--- config.mk ---
export PLATFORM = sky130hd
export DESIGN_NAME = tpc_out_ctrl
export DESIGN_NICKNAME = d
export VERILOG_FILES = /design/src/rtl/tpc_pkg.sv /design/src/rtl/tpc_phase_src.sv /design/src/rtl/tpc_dead_time.sv /design/src/rtl/tpc_pol_map.sv /design/src/rtl/tpc_out_ctrl.sv
export SDC_FILE = /design/constraint.sdc
export NUM_CORES = 1
export LEC_CHECK = 0
export CORE_ASPECT_RATIO = 1.2
export CORE_UTILIZATION = 56
export DETAILED_ROUTE_END_ITERATION = 7
export PLACE_DENSITY_LB_ADDON = 0.12
export SLEW_MARGIN = 20
export SYNTH_ARGS = -nofsm -noshare
export SYNTH_HDL_FRONTEND = slang
export SYNTH_SLANG_ARGS = --single-unit
--- constraint.sdc ---
create_clock -name clk_i -period 2.2 [get_ports clk_i]
set_clock_uncertainty 0.05 [all_clocks]
set_input_delay 0.44 -clock clk_i [delete_from_list [all_inputs] [get_ports clk_i]]
set_output_delay 0.44 -clock clk_i [all_outputs]
set_load 0.005 [all_outputs]
--- src/rtl/tpc_pkg.sv ---
package tpc_pkg;
  localparam int unsigned NUM_PHASES = 3;
  localparam int unsigned NUM_PINS   = 2 * NUM_PHASES;

  typedef struct packed {
    logic on;   // pair driven (one pin active)
    logic val;  // 1: positive active, 0: negative active
  } phase_req_t;
endpackage

--- src/rtl/tpc_phase_src.sv ---
module tpc_phase_src
  import tpc_pkg::*;
(
  input  logic       clk_i,
  input  logic       rst_ni,
  input  logic       tmr_en_i,
  input  logic       sw_en_i,
  input  logic       sw_bit_i,
  input  logic       set_i,
  input  logic       clr_i,
  output phase_req_t req_o
);
  logic ff_q;
  logic hold_q;
  logic sw_val_q;

  always_ff @(posedge clk_i or negedge rst_ni) begin
    if (!rst_ni) begin
      ff_q <= 1'b0;
    end else if (tmr_en_i) begin
      if (set_i)      ff_q <= 1'b1;
      else if (clr_i) ff_q <= 1'b0;
    end
  end

  // hold_q armed while software owns the pins; released by first strobe
  always_ff @(posedge clk_i or negedge rst_ni) begin
    if (!rst_ni) begin
      hold_q   <= 1'b0;
      sw_val_q <= 1'b0;
    end else begin
      if (sw_en_i) begin
        hold_q   <= 1'b1;
        sw_val_q <= sw_bit_i;
      end else if (!tmr_en_i || set_i || clr_i) begin
        hold_q <= 1'b0;
      end
    end
  end

  always_comb begin
    if (sw_en_i) begin
      req_o.on  = 1'b1;
      req_o.val = sw_bit_i;
    end else if (tmr_en_i) begin
      req_o.on  = 1'b1;
      req_o.val = hold_q ? sw_val_q : ff_q;
    end else begin
      req_o.on  = 1'b0;
      req_o.val = 1'b0;
    end
  end

  a_r3_set_wins: assert property (@(posedge clk_i) disable iff (!rst_ni)
    (tmr_en_i && set_i) |=> ff_q);

  a_r3_off_ignores: assert property (@(posedge clk_i) disable iff (!rst_ni)
    !tmr_en_i |=> $stable(ff_q));

  a_r4_hold_level: assert property (@(posedge clk_i) disable iff (!rst_ni)
    ($past(sw_en_i) && !sw_en_i && tmr_en_i) |-> (req_o.val == $past(sw_bit_i)));

  a_r2_sw_prio: assert property (@(posedge clk_i) disable iff (!rst_ni)
    sw_en_i |-> (req_o.on && (req_o.val == sw_bit_i)));
endmodule

--- src/rtl/tpc_dead_time.sv ---
module tpc_dead_time
  import tpc_pkg::*;
#(
  parameter int unsigned DT_W = 8
) (
  input  logic            clk_i,
  input  logic            rst_ni,
  input  phase_req_t      req_i,
  input  logic [DT_W-1:0] dead_cnt_i,
  output logic            pos_act_o,
  output logic            neg_act_o
);
  logic            have_q;
  logic            tgt_q;
  logic            act_q;
  logic [DT_W-1:0] cnt_q;
  logic            change;

  assign change = req_i.on && (!have_q || (req_i.val != tgt_q));

  always_ff @(posedge clk_i or negedge rst_ni) begin
    if (!rst_ni) begin
      have_q <= 1'b0;
      tgt_q  <= 1'b0;
      act_q  <= 1'b0;
      cnt_q  <= '0;
    end else if (!req_i.on) begin
      have_q <= 1'b0;
      act_q  <= 1'b0;
      cnt_q  <= '0;
    end else if (change) begin
      // (re)start interval toward latest target
      have_q <= 1'b1;
      tgt_q  <= req_i.val;
      act_q  <= (dead_cnt_i == '0);
      cnt_q  <= dead_cnt_i;
    end else if (cnt_q != '0) begin
      cnt_q <= cnt_q - 1'b1;
      if (cnt_q == DT_W'(1)) act_q <= 1'b1;
    end
  end

  assign pos_act_o = act_q &  tgt_q;
  assign neg_act_o = act_q & ~tgt_q;

  a_r7_no_overlap: assert property (@(posedge clk_i) disable iff (!rst_ni)
    !(pos_act_o && neg_act_o));

  a_r1_off_inactive: assert property (@(posedge clk_i) disable iff (!rst_ni)
    !req_i.on |=> (!pos_act_o && !neg_act_o));

  a_r5_gap_start: assert property (@(posedge clk_i) disable iff (!rst_ni)
    (change && (dead_cnt_i != '0)) |=> (!pos_act_o && !neg_act_o));

  a_r9_zero_dt: assert property (@(posedge clk_i) disable iff (!rst_ni)
    (change && (dead_cnt_i == '0)) |=>
      ((pos_act_o == $past(req_i.val)) && (neg_act_o == !$past(req_i.val))));

  a_r6_steady_hold: assert property (@(posedge clk_i) disable iff (!rst_ni)
    (req_i.on && !change && act_q) |=> $stable(act_q));
endmodule

--- src/rtl/tpc_pol_map.sv ---
module tpc_pol_map (
  input  logic pos_act_i,
  input  logic neg_act_i,
  input  logic pos_pol_i,
  input  logic neg_pol_i,
  output logic pos_pin_o,
  output logic neg_pin_o
);
  assign pos_pin_o = pos_act_i ? pos_pol_i : ~pos_pol_i;
  assign neg_pin_o = neg_act_i ? neg_pol_i : ~neg_pol_i;
endmodule

--- src/rtl/tpc_out_ctrl.sv ---
module tpc_out_ctrl
  import tpc_pkg::*;
#(
  parameter int unsigned DT_W = 8
) (
  input  logic                  clk_i,
  input  logic                  rst_ni,
  input  logic                  tmr_en_i,
  input  logic                  sw_en_i,
  input  logic [NUM_PHASES-1:0] sw_port_i,
  input  logic [NUM_PHASES-1:0] set_i,
  input  logic [NUM_PHASES-1:0] clr_i,
  input  logic                  neg_pol_i,
  input  logic [NUM_PHASES-1:0] pos_pol_i,
  input  logic [DT_W-1:0]       dead_cnt_i,
  output logic [NUM_PINS-1:0]   pin_o
);
  phase_req_t [NUM_PHASES-1:0] req;
  logic       [NUM_PHASES-1:0] pos_act;
  logic       [NUM_PHASES-1:0] neg_act;

  for (genvar p = 0; p < NUM_PHASES; p++) begin : g_phase
    tpc_phase_src u_src (
      .clk_i    (clk_i),
      .rst_ni   (rst_ni),
      .tmr_en_i (tmr_en_i),
      .sw_en_i  (sw_en_i),
      .sw_bit_i (sw_port_i[p]),
      .set_i    (set_i[p]),
      .clr_i    (clr_i[p]),
      .req_o    (req[p])
    );

    tpc_dead_time #(.DT_W(DT_W)) u_dt (
      .clk_i      (clk_i),
      .rst_ni     (rst_ni),
      .req_i      (req[p]),
      .dead_cnt_i (dead_cnt_i),
      .pos_act_o  (pos_act[p]),
      .neg_act_o  (neg_act[p])
    );

    tpc_pol_map u_pol (
      .pos_act_i (pos_act[p]),
      .neg_act_i (neg_act[p]),
      .pos_pol_i (pos_pol_i[p]),
      .neg_pol_i (neg_pol_i),
      .pos_pin_o (pin_o[2*p+1]),
      .neg_pin_o (pin_o[2*p])
    );
  end

  a_r8_pair_levels: assert property (@(posedge clk_i) disable iff (!rst_ni)
    !((pin_o[1] == pos_pol_i[0]) && (pin_o[0] == neg_pol_i)));
endmodule

# ---- After elaboration in Yosys (flattened, before gate mapping)
# Index checks and enable logic that the tools add are counted.
dict set report totals {
  output_inout_bits 6
  in_bits 25
  reg_bits 42
}
dict set report classes {
  addsub 3
  n_reduce_logical 35
  eq_ne 15
  bitwise_logic 13
  mux 54
}
# operator n
set ops {}
lappend ops {{2-to-1 mux 8 bit} 9}
lappend ops {{2-to-1 mux 1 bit} 39}
lappend ops {{== test 8 x 1 -> 1 bit, second input constant} 3}
lappend ops {{nonzero test 8 bit} 3}
lappend ops {{subtractor 8 x 1 -> 8 bit, second input constant} 3}
lappend ops {{inequality test 3 bit, second input constant} 6}
lappend ops {{AND reduction 2 bit} 9}
lappend ops {{2-to-1 mux 2 bit} 6}
lappend ops {{nonzero test 2 bit} 6}
lappend ops {{logical OR 1 bit} 9}
lappend ops {{logical NOT 8 bit} 1}
lappend ops {{inverter 1 bit} 7}
lappend ops {{bitwise AND 1 bit} 6}
lappend ops {{inequality test 2 bit, second input constant} 3}
lappend ops {{logical NOT 1 bit} 4}
lappend ops {{logical AND 1 bit} 3}
lappend ops {{inequality test 1 bit} 3}

# ---- Depth between registers and ports, before layout
# Gate-level depths: netlist (run 1).
dict set report depth {
  depth_word 8
  ltp_mapped 8
}

# ---- Cells and area by module
# A second synthesis (run 1) with hierarchy kept.
dict set report unflattened {
  hier_cells 261
  hier_area_um2 2541.2
}
# module area_each_um2 cells_per_inst instances
set by_module_without_submodules {}
lappend by_module_without_submodules {tpc_dead_time 685.7 71 3}
lappend by_module_without_submodules {tpc_phase_src 143.9 14 3}
lappend by_module_without_submodules {tpc_pol_map 17.5 2 3}

# ---- Least setup slack after synthesis (run 1)
# OpenSTA, ideal clock, no wires.
dict set report synth_timing {
  kind {reg-to-reg}
  start {register g_phase[0].u_dt.cnt_q[1]}
  end {register g_phase[0].u_dt.cnt_q[5]}
  t_required_ps 2070
  arrival_time_ps 1489
  stages_incl_launch_ff 5
  setup_ps 80
  synth_period_minus_slack_ps 1619
  n_path_buf 0
  path_slack_ps 581
  path_cell_list {dfrtp_1 or4_4 nand2b_4 o311a_1 nor3_2}
}
dict set report synth_between {
  elab_chain_len 4
  elab_cells_between_ends 6
  cone_classes {1 x add/sub; 1 x eq/ne; 3 x mux; 1 x reduce/logical}
}
# item line
set synth_rtl {}
lappend synth_rtl {{start: declaration} tpc_dead_time.sv:16} ;# logic [DT_W-1:0] cnt_q;
lappend synth_rtl {{start signal: assignment} tpc_dead_time.sv:36} ;# cnt_q <= dead_cnt_i;
lappend synth_rtl {{start signal: assignment} tpc_dead_time.sv:38} ;# cnt_q <= cnt_q - 1'b1;
lappend synth_rtl {{subtractor 8 x 1 -> 8 bit} tpc_dead_time.sv:38}
lappend synth_rtl {{2-to-1 mux 8 bit} tpc_dead_time.sv:37} ;# end else if (cnt_q != '0) begin
lappend synth_rtl {{2-to-1 mux 8 bit} tpc_dead_time.sv:31} ;# end else if (change) begin
lappend synth_rtl {{2-to-1 mux 8 bit} tpc_dead_time.sv:27} ;# end else if (!req_i.on) begin
# Parallel ways exist; a longest one is shown, timed or not. The select of a mux whose other input is x is not followed.
# A chain may end at the register's enable or synchronous reset.

# ---- Final worst setup path (run 1)
dict set report layout_timing {
  start {input pos_pol_i[2]}
  end {output pin_o[5]}
}
dict set report layout_between {
  elab_chain_len 2
}
# item line
set layout_rtl {}
lappend layout_rtl {{start: declaration} tpc_out_ctrl.sv:14} ;# input logic [NUM_PHASES-1:0] pos_pol_i,
lappend layout_rtl {{inverter 1 bit} tpc_pol_map.sv:9} ;# assign pos_pin_o = pos_act_i ? pos_pol_i : ~pos_pol_i;
lappend layout_rtl {{2-to-1 mux 1 bit *} tpc_pol_map.sv:9}
lappend layout_rtl {{end: declaration} tpc_out_ctrl.sv:16} ;# output logic [NUM_PINS-1:0] pin_o
# Every way passes the cells marked *; elsewhere a longest branch is shown, timed or not.

==> flow_summary_export.csv, run 1 <==
group,metric,value,unit
outcome,status,"finished, final reports clean",
final_layout,layout.nets,361,
final_layout,drive_above_1_share,15.9,%
yosys,syn-num-nets,314,
clocking,ctsRootBufferMaster,"clkbuf_8",
yosys,synth_cell_types,54,
yosys,synth_top_area_cell,"dfrtp_1",
sta,fin_setup_tns,0,ns
placement,place_congestion,0.874,
power_and_ir_drop,leakage,0.00141,uW
setup_path,r2r-end,"g_phase[1].u_dt.cnt_q[4]$_DFFE_PN0P_",
yosys,synthSimpleGateAreaFrac,22.0,%
setup_path,cp-end-kind,"output port",
hold_path,min_path_type,"input port to asynchronous set/reset pin",
route,drtIter0Drc,91,
setup_path,endpoint,"pin_o[5]",
setup_path,crit_fanout,1,
clocking,clock-sinks,42,
setup_path,worstSetupStartpointType,"input port",
floorplan,initial_core_util,58.0,%
global_routing,grt_pass1_vias,2190,
global_routing,overflow,0,
yosys,synth_compound_area_share,16.2,%
floorplan,die_area,5040,sq um
final_layout,area_growth,20.5,%
placement,port_buffers,30,
sta,slew_violations,0,
final_layout,multiInputGateArea,1440,sq um
clocking,cts.htree.levels,2,
final_layout,n_antenna_cell,0,
sta,setup_viol,0,
flow_run,maxCapViolCount,0,
floorplan,die_x,65.0,um
final_layout,final_util,69.9,%
route,drc,0,
global_routing,grtUsageTotal,25.8,%
yosys,synthAdderAreaFrac,4.23,%
sta,hold_viol,0,
floorplan,ios,31,
yosys,netlist_area,2660,sq um
yosys,synth_xor_area_share,8.55,%
clocking,clk_pin_slew,0.07,ns
power_and_ir_drop,power,2440,uW
final_layout,fillers,392,
route,dr.pass1.iters,4,
yosys,synth_area_leaders,"dfrtp_1, xnor2_1, nand2_1",
setup_path,critPathKind,"input port to output port",
route,drt_wl_total,5860,um
yosys,synth_top_area_share,39.5,%
yosys,synth_mux_area_share,3.19,%
sta,max_freq,0.465,GHz
sta,post-route-period-util,97.7,%
route,antenna_left,0,
global_routing,grt_pass1_wl,9960,um
floorplan,coreArea,4590,sq um
clocking,cts_buffer_depth,2,
yosys,syn_inst,280,
setup_path,reg2reg_from,"g_phase[1].u_src.hold_q$_DFFE_PN0P_",
setup_path,regToRegSetupSlack,0.43,ns
yosys,yosys_warnings,0,
setup_path,worstPathArrival,1.66,ns
global_routing,grt_antenna_before_repair,0,
power_and_ir_drop,p_per_area,759,nW/um^2
floorplan,rows,27,
sta,tightest_slew,0.520,ns
route,avgViaCountPerCell,5.63,
setup_path,cp.required,1.71,ns
setup_path,startpoint,"pos_pol_i[2]",
final_layout,register_area,1050,sq um
route,vias,2169,
clocking,worstSkewPairLatency,0.29,ns
clocking,cts_inserted_buffers,5,
yosys,synth_seq_cells,42,
sta,rsz0062_at_grt,"no",
power_and_ir_drop,ir_worst_vdd,0.481,mV
yosys,synth_top_family_by_area,"simple AND/OR/NAND/NOR gates",
sta,post-route-min-period,2.15,ns
clocking,tritoncts,"yes",
route,wire_per_inst,15.2,um
sta,maxSlewHeadroom,65.0,%
setup_path,r2r_cells,7,
yosys,avgSynthCellArea,9.51,sq um
floorplan,die_h,77.6,um
global_routing,grt_max_degree,24,
yosys,seq_area_frac_synth,39.5,%
placement,dp_hpwl,4430,um
[cell usage after synthesis, drive strengths merged]
cell type,count
ha,9
nor4b,1
o2111ai,1
o32ai,1
a22oi,9
and4,1
a21o,2
a2bb2oi,5
nor4,6
o221ai,1
and4b,1
nor2,22
nand4,5
mux2i,6
or4,2
a41oi,1
a211oi,1
nor4bb,1
inv,19
nor3,6
a21oi,6
dfrtp,42
o21ai,17
xnor2,15
nand2b,3
and3,1
nor3b,2
xor2,11
o31ai,4
a31oi,5
o311a,2
nand3,8
o22ai,1
nor2b,6
clkbuf,3
nand4bb,1
nand2,35
buf,12
nand4b,1
a22o,3
or3,2
[power by group]
group / total [uW] / internal, uW / leakage, uW / switching, uW
Sequential: 1070 / 907 / 0.000512 / 158
Clock: 468 / 219 / 0.0000383 / 250
Combinational: 904 / 462 / 0.000860 / 442
[final cells by class]
class,count,area share [%]
inverters,19,2.22
well taps,58,2.26
multi-input cells,204,45.0
clock buffers,7,2.38
repair buffers,55,15.4
flip-flops and latches,42,32.7
[worst min-delay path by stage]
stage | endpoint
after floorplan | g_phase[0].u_dt.act_q$_DFFE_PN0P_
after global placement | g_phase[2].u_src.hold_q$_DFFE_PN0P_
after detailed placement | g_phase[2].u_src.hold_q$_DFFE_PN0P_
after CTS | g_phase[2].u_src.hold_q$_DFFE_PN0P_
after global routing | g_phase[2].u_src.hold_q$_DFFE_PN0P_
final | g_phase[2].u_src.hold_q$_DFFE_PN0P_
[sequential cells by signal (all words and copies together) (netlist names)]
signal,count
g_phase.u_dt.cnt_q,24
g_phase.u_dt.tgt_q,3
g_phase.u_src.hold_q,3
g_phase.u_dt.have_q,3
g_phase.u_src.ff_q,3
g_phase.u_dt.act_q,3
g_phase.u_src.sw_val_q,3
[worst max-delay path: stages]
cell,delay (ns)
clkdlybuf4s50_1,0.50
xor2_1,0.19
clkdlybuf4s50_1,0.53
[per-layer routing]
layer	GRT usage, %	share of wire (%)
met1	32.5	47
met2	43.9	48
met3	4.12	2.7
met4	9.33	1.9
met5	0	0
[through the flow]
stage               worst slack, ns  area (sq um)  std cells  hold WS, ns
floorplan                     0.581          2660        280       0.0944
global placement            -0.0814          3130        378        0.369
detailed placement           -0.104          3130        378        0.369
CTS                          0.0506          3210        385       0.0558
global route                 0.0118          3210        385       0.0766
finish                       0.0511          3210        385       0.0493
[repair_timing]
| item | CTS | global route |
|---|---|---|
| resized for setup | 1 | 0 |
| setup buffers | 0 | 0 |
| hold endpoints to repair | 0 | 0 |
| hold buffers | 0 | 0 |
| setup endpoints to repair | 3 | 0 |
[cells by family (layout without fill, tap and decap cells)]
kind of cell    count (synthesis)  after routing
simple gates                  104            104
fa+ha+maj                       9              9
buf+inv                        34             81
mux                             6              6
flops                          42             42
compound gates                 59             59
xor+xnor                       26             26
[layout by cell type (no fill, tap or decap), types with 3 or more instances in the layout]
| master | count |
|---|---|
| a31oi_1 | 3 |
| ha_1 | 9 |
| dfrtp_1 | 42 |
| mux2i_1 | 4 |
| nand3_1 | 6 |
| o21ai_1 | 4 |
| buf_4 | 24 |
| a22oi_1 | 7 |
| clkdlybuf4s50_1 | 28 |
| clkbuf_8 | 5 |
| xnor2_1 | 15 |
| nor4_2 | 3 |
| o21ai_0 | 13 |
| nor3_1 | 4 |
| nand4_1 | 5 |
| nor2_1 | 20 |
| o31ai_1 | 4 |
| xor2_1 | 11 |
| inv_1 | 19 |
| nor4_1 | 3 |
| nor2b_1 | 6 |
| a22o_1 | 3 |
| a2bb2oi_1 | 5 |
| a21oi_1 | 5 |
| nand2_1 | 34 |
Note: power is estimated with default switching activity, not from simulation.
==> run 2: changes to the inputs <==
--- a/constraint.sdc
+++ b/constraint.sdc
@@ -3,3 +3,3 @@
 set_input_delay 0.44 -clock clk_i [delete_from_list [all_inputs] [get_ports clk_i]]
 set_output_delay 0.44 -clock clk_i [all_outputs]
-set_load 0.005 [all_outputs]
+set_load 0.1 [all_outputs]
==> flow_summary_export.csv, run 2 (synthesis gave the netlist of run 1 again) <==
group,metric,value,unit
floorplan,coreArea,4590,sq um
clocking,cts.htree.levels,2,
sta,setup_viol,0,
floorplan,initial_core_util,58.0,%
clocking,clk_pin_slew,0.08,ns
power_and_ir_drop,p_int,1650,uW
setup_path,cp.required,2.33,ns
final_layout,final_cells,388,
global_routing,grt_max_degree,24,
sta,fin_setup_tns,0,ns
route,antenna_left,0,
route,vias,2177,
final_layout,final_common_cell,"dfrtp_1",
setup_path,cp_slowest_stage_delay,0.52,ns
flow_run,maxCapViolCount,0,
route,wire_per_inst,15.9,um
final_layout,drive_above_1_share,18.8,%
setup_path,critical_path.slowest_cell,"clkdlybuf4s50_1",
final_layout,final_util,71.8,%
global_routing,grt_pass1_vias,2236,
power_and_ir_drop,pwr-share-clk,19.8,%
power_and_ir_drop,p_per_area,791,nW/um^2
clocking,cts_setup_buffers,0,
final_layout,largest_register,"g_phase.u_dt.cnt_q",
final_layout,layout_common_cells,"dfrtp_1, nand2_1, buf_4",
outcome,status,"finished, final reports clean",
floorplan,ios,31,
clocking,worstSkewPairLatency,0.29,ns
clocking,cts-resized-gates,0,
setup_path,r2r-end,"g_phase[2].u_dt.cnt_q[3]$_DFFE_PN0P_",
clocking,tritoncts,"yes",
floorplan,die_h,77.6,um
route,drc,0,
setup_path,cpLargestDelayFamily,"buffers and inverters",
floorplan,rows,27,
power_and_ir_drop,p_sw_share,36.8,%
final_layout,n_antenna_cell,0,
sta,maxSlewHeadroom,62.2,%
setup_path,critPathBufInv,2,
final_layout,area_growth,23.9,%
global_routing,grtUsageTotal,27.3,%
global_routing,overflow,0,
setup_path,path_cells,"clkdlybuf4s50_1, buf_4, and4b_1, mux2i_1, nand2_1, a22oi_1, nor2_1",
clocking,holdBufCountCts,0,
sta,post-route-min-period,2.04,ns
sta,hold_viol,0,
clocking,clock-sinks,42,
placement,port_buffers,30,
sta,slew_violations,0,
route,avgViaCountPerCell,5.61,
setup_path,reg2reg_from,"g_phase[2].u_src.hold_q$_DFFE_PN0P_",
setup_path,worstSetupStartpointType,"input port",
hold_path,min_path_type,"input port to asynchronous set/reset pin",
final_layout,layout.nets,363,
floorplan,die_area,5040,sq um
floorplan,die_x,65.0,um
sta,post-route-period-util,92.9,%
global_routing,grt_pass1_wl,10400,um
power_and_ir_drop,seqPwrFrac,40.9,%
clocking,ctsRootBufferMaster,"clkbuf_8",
global_routing,grt_antenna_before_repair,0,
sta,max_freq,0.489,GHz
sta,rsz0062_at_grt,"no",
sta,fin_hold_ws,0.0821,ns
sta,tightest_slew,0.567,ns
clocking,cts_buffer_depth,2,
setup_path,crit_fanout,12,
placement,place_congestion,0.919,
power_and_ir_drop,switchingPower,960,uW
route,dr.pass1.iters,4,
route,drtIter0Drc,120,
placement,dp_hpwl,4710,um
setup_path,critPathKind,"input port to register",
final_layout,largest_reg_flops,24,
route,drt_wl_total,6180,um
setup_path,r2r_cells,5,
placement,dp.cells,380,
clocking,cts_inserted_buffers,5,
setup_path,cp-end-kind,"register",
power_and_ir_drop,pwr-share-comb,39.3,%
power_and_ir_drop,ir_worst_vdd,0.569,mV
power_and_ir_drop,leakage,0.00146,uW
setup_path,worstPathArrival,2.17,ns
setup_path,regToRegSetupSlack,0.42,ns
run 2: cell count changes in the layout (fill, tap and decap cells not counted):
cell / previous run / this run
clkbuf_8: 5 / 6
clkdlybuf4s50_1: 28 / 23
dlygate4sd2_1: 1 / 0
buf_4: 24 / 26
clkbuf_1: 2 / 1
clkinv_2: 0 / 1
buf_12: 1 / 7
run 2: power groups by stage:
stage	clock network [uW]	registers [uW]	logic, uW
finish	517	1070	1030
global route	557	1090	1140
CTS	526	1060	1030
detailed placement	0	1080	1020
global placement	0	1070	999
floorplan	0	1040	756
run 2: worst max-delay path by stage:
| stage | from | to | slack (ns) | cells past startpoint |
|---|---|---|---|---|
| finish | sw_en_i | g_phase[2].u_dt.cnt_q[3]$_DFFE_PN0P_ | 0.16 | 7 |
| global route | sw_en_i | g_phase[2].u_dt.cnt_q[3]$_DFFE_PN0P_ | 0.02 | 7 |
| CTS | neg_pol_i | pin_o[4] | 0.17 | 3 |
| detailed placement | sw_en_i | g_phase[2].u_dt.cnt_q[2]$_DFFE_PN0P_ | -0.12 | 7 |
| global placement | sw_en_i | g_phase[2].u_dt.cnt_q[3]$_DFFE_PN0P_ | -0.07 | 7 |
| floorplan | g_phase[0].u_dt.cnt_q[1]$_DFFE_PN0P_ | g_phase[0].u_dt.cnt_q[5]$_DFFE_PN0P_ | 0.58 | 4 |
run 2: per-stage QoR:
step           total power (uW)  setup slack, ns  area (sq um)
2_1_floorplan              1790            0.581          2660
3_3_place_gp               2070          -0.0746          3210
3_5_place_dp               2100           -0.117          3210
4_1_cts                    2620            0.173          3300
5_1_grt                    2780           0.0193          3300
6_report                   2610            0.156          3300
run 2: per-layer routing:
layer	vias to the layer above	part of all wire, %	global-route usage, %	routed length (um)
li1	1083	-	-	-
met1	1043	45	34.2	2770
met3	11	2.9	4.41	176
met2	40	50	46.3	3090
met4	0	2.3	10.7	142
met5	-	0	0	0
run 2: layout make-up:
type | instances | area, sq um
clock buffers | 7 | 86.3
repair buffers | 57 | 571
well taps | 58 | 72.6
flip-flops and latches | 42 | 1050
clock inverters | 1 | 5.00
fillers | 361 | 1290
multi-input cells | 204 | 1440
inverters | 19 | 71.3
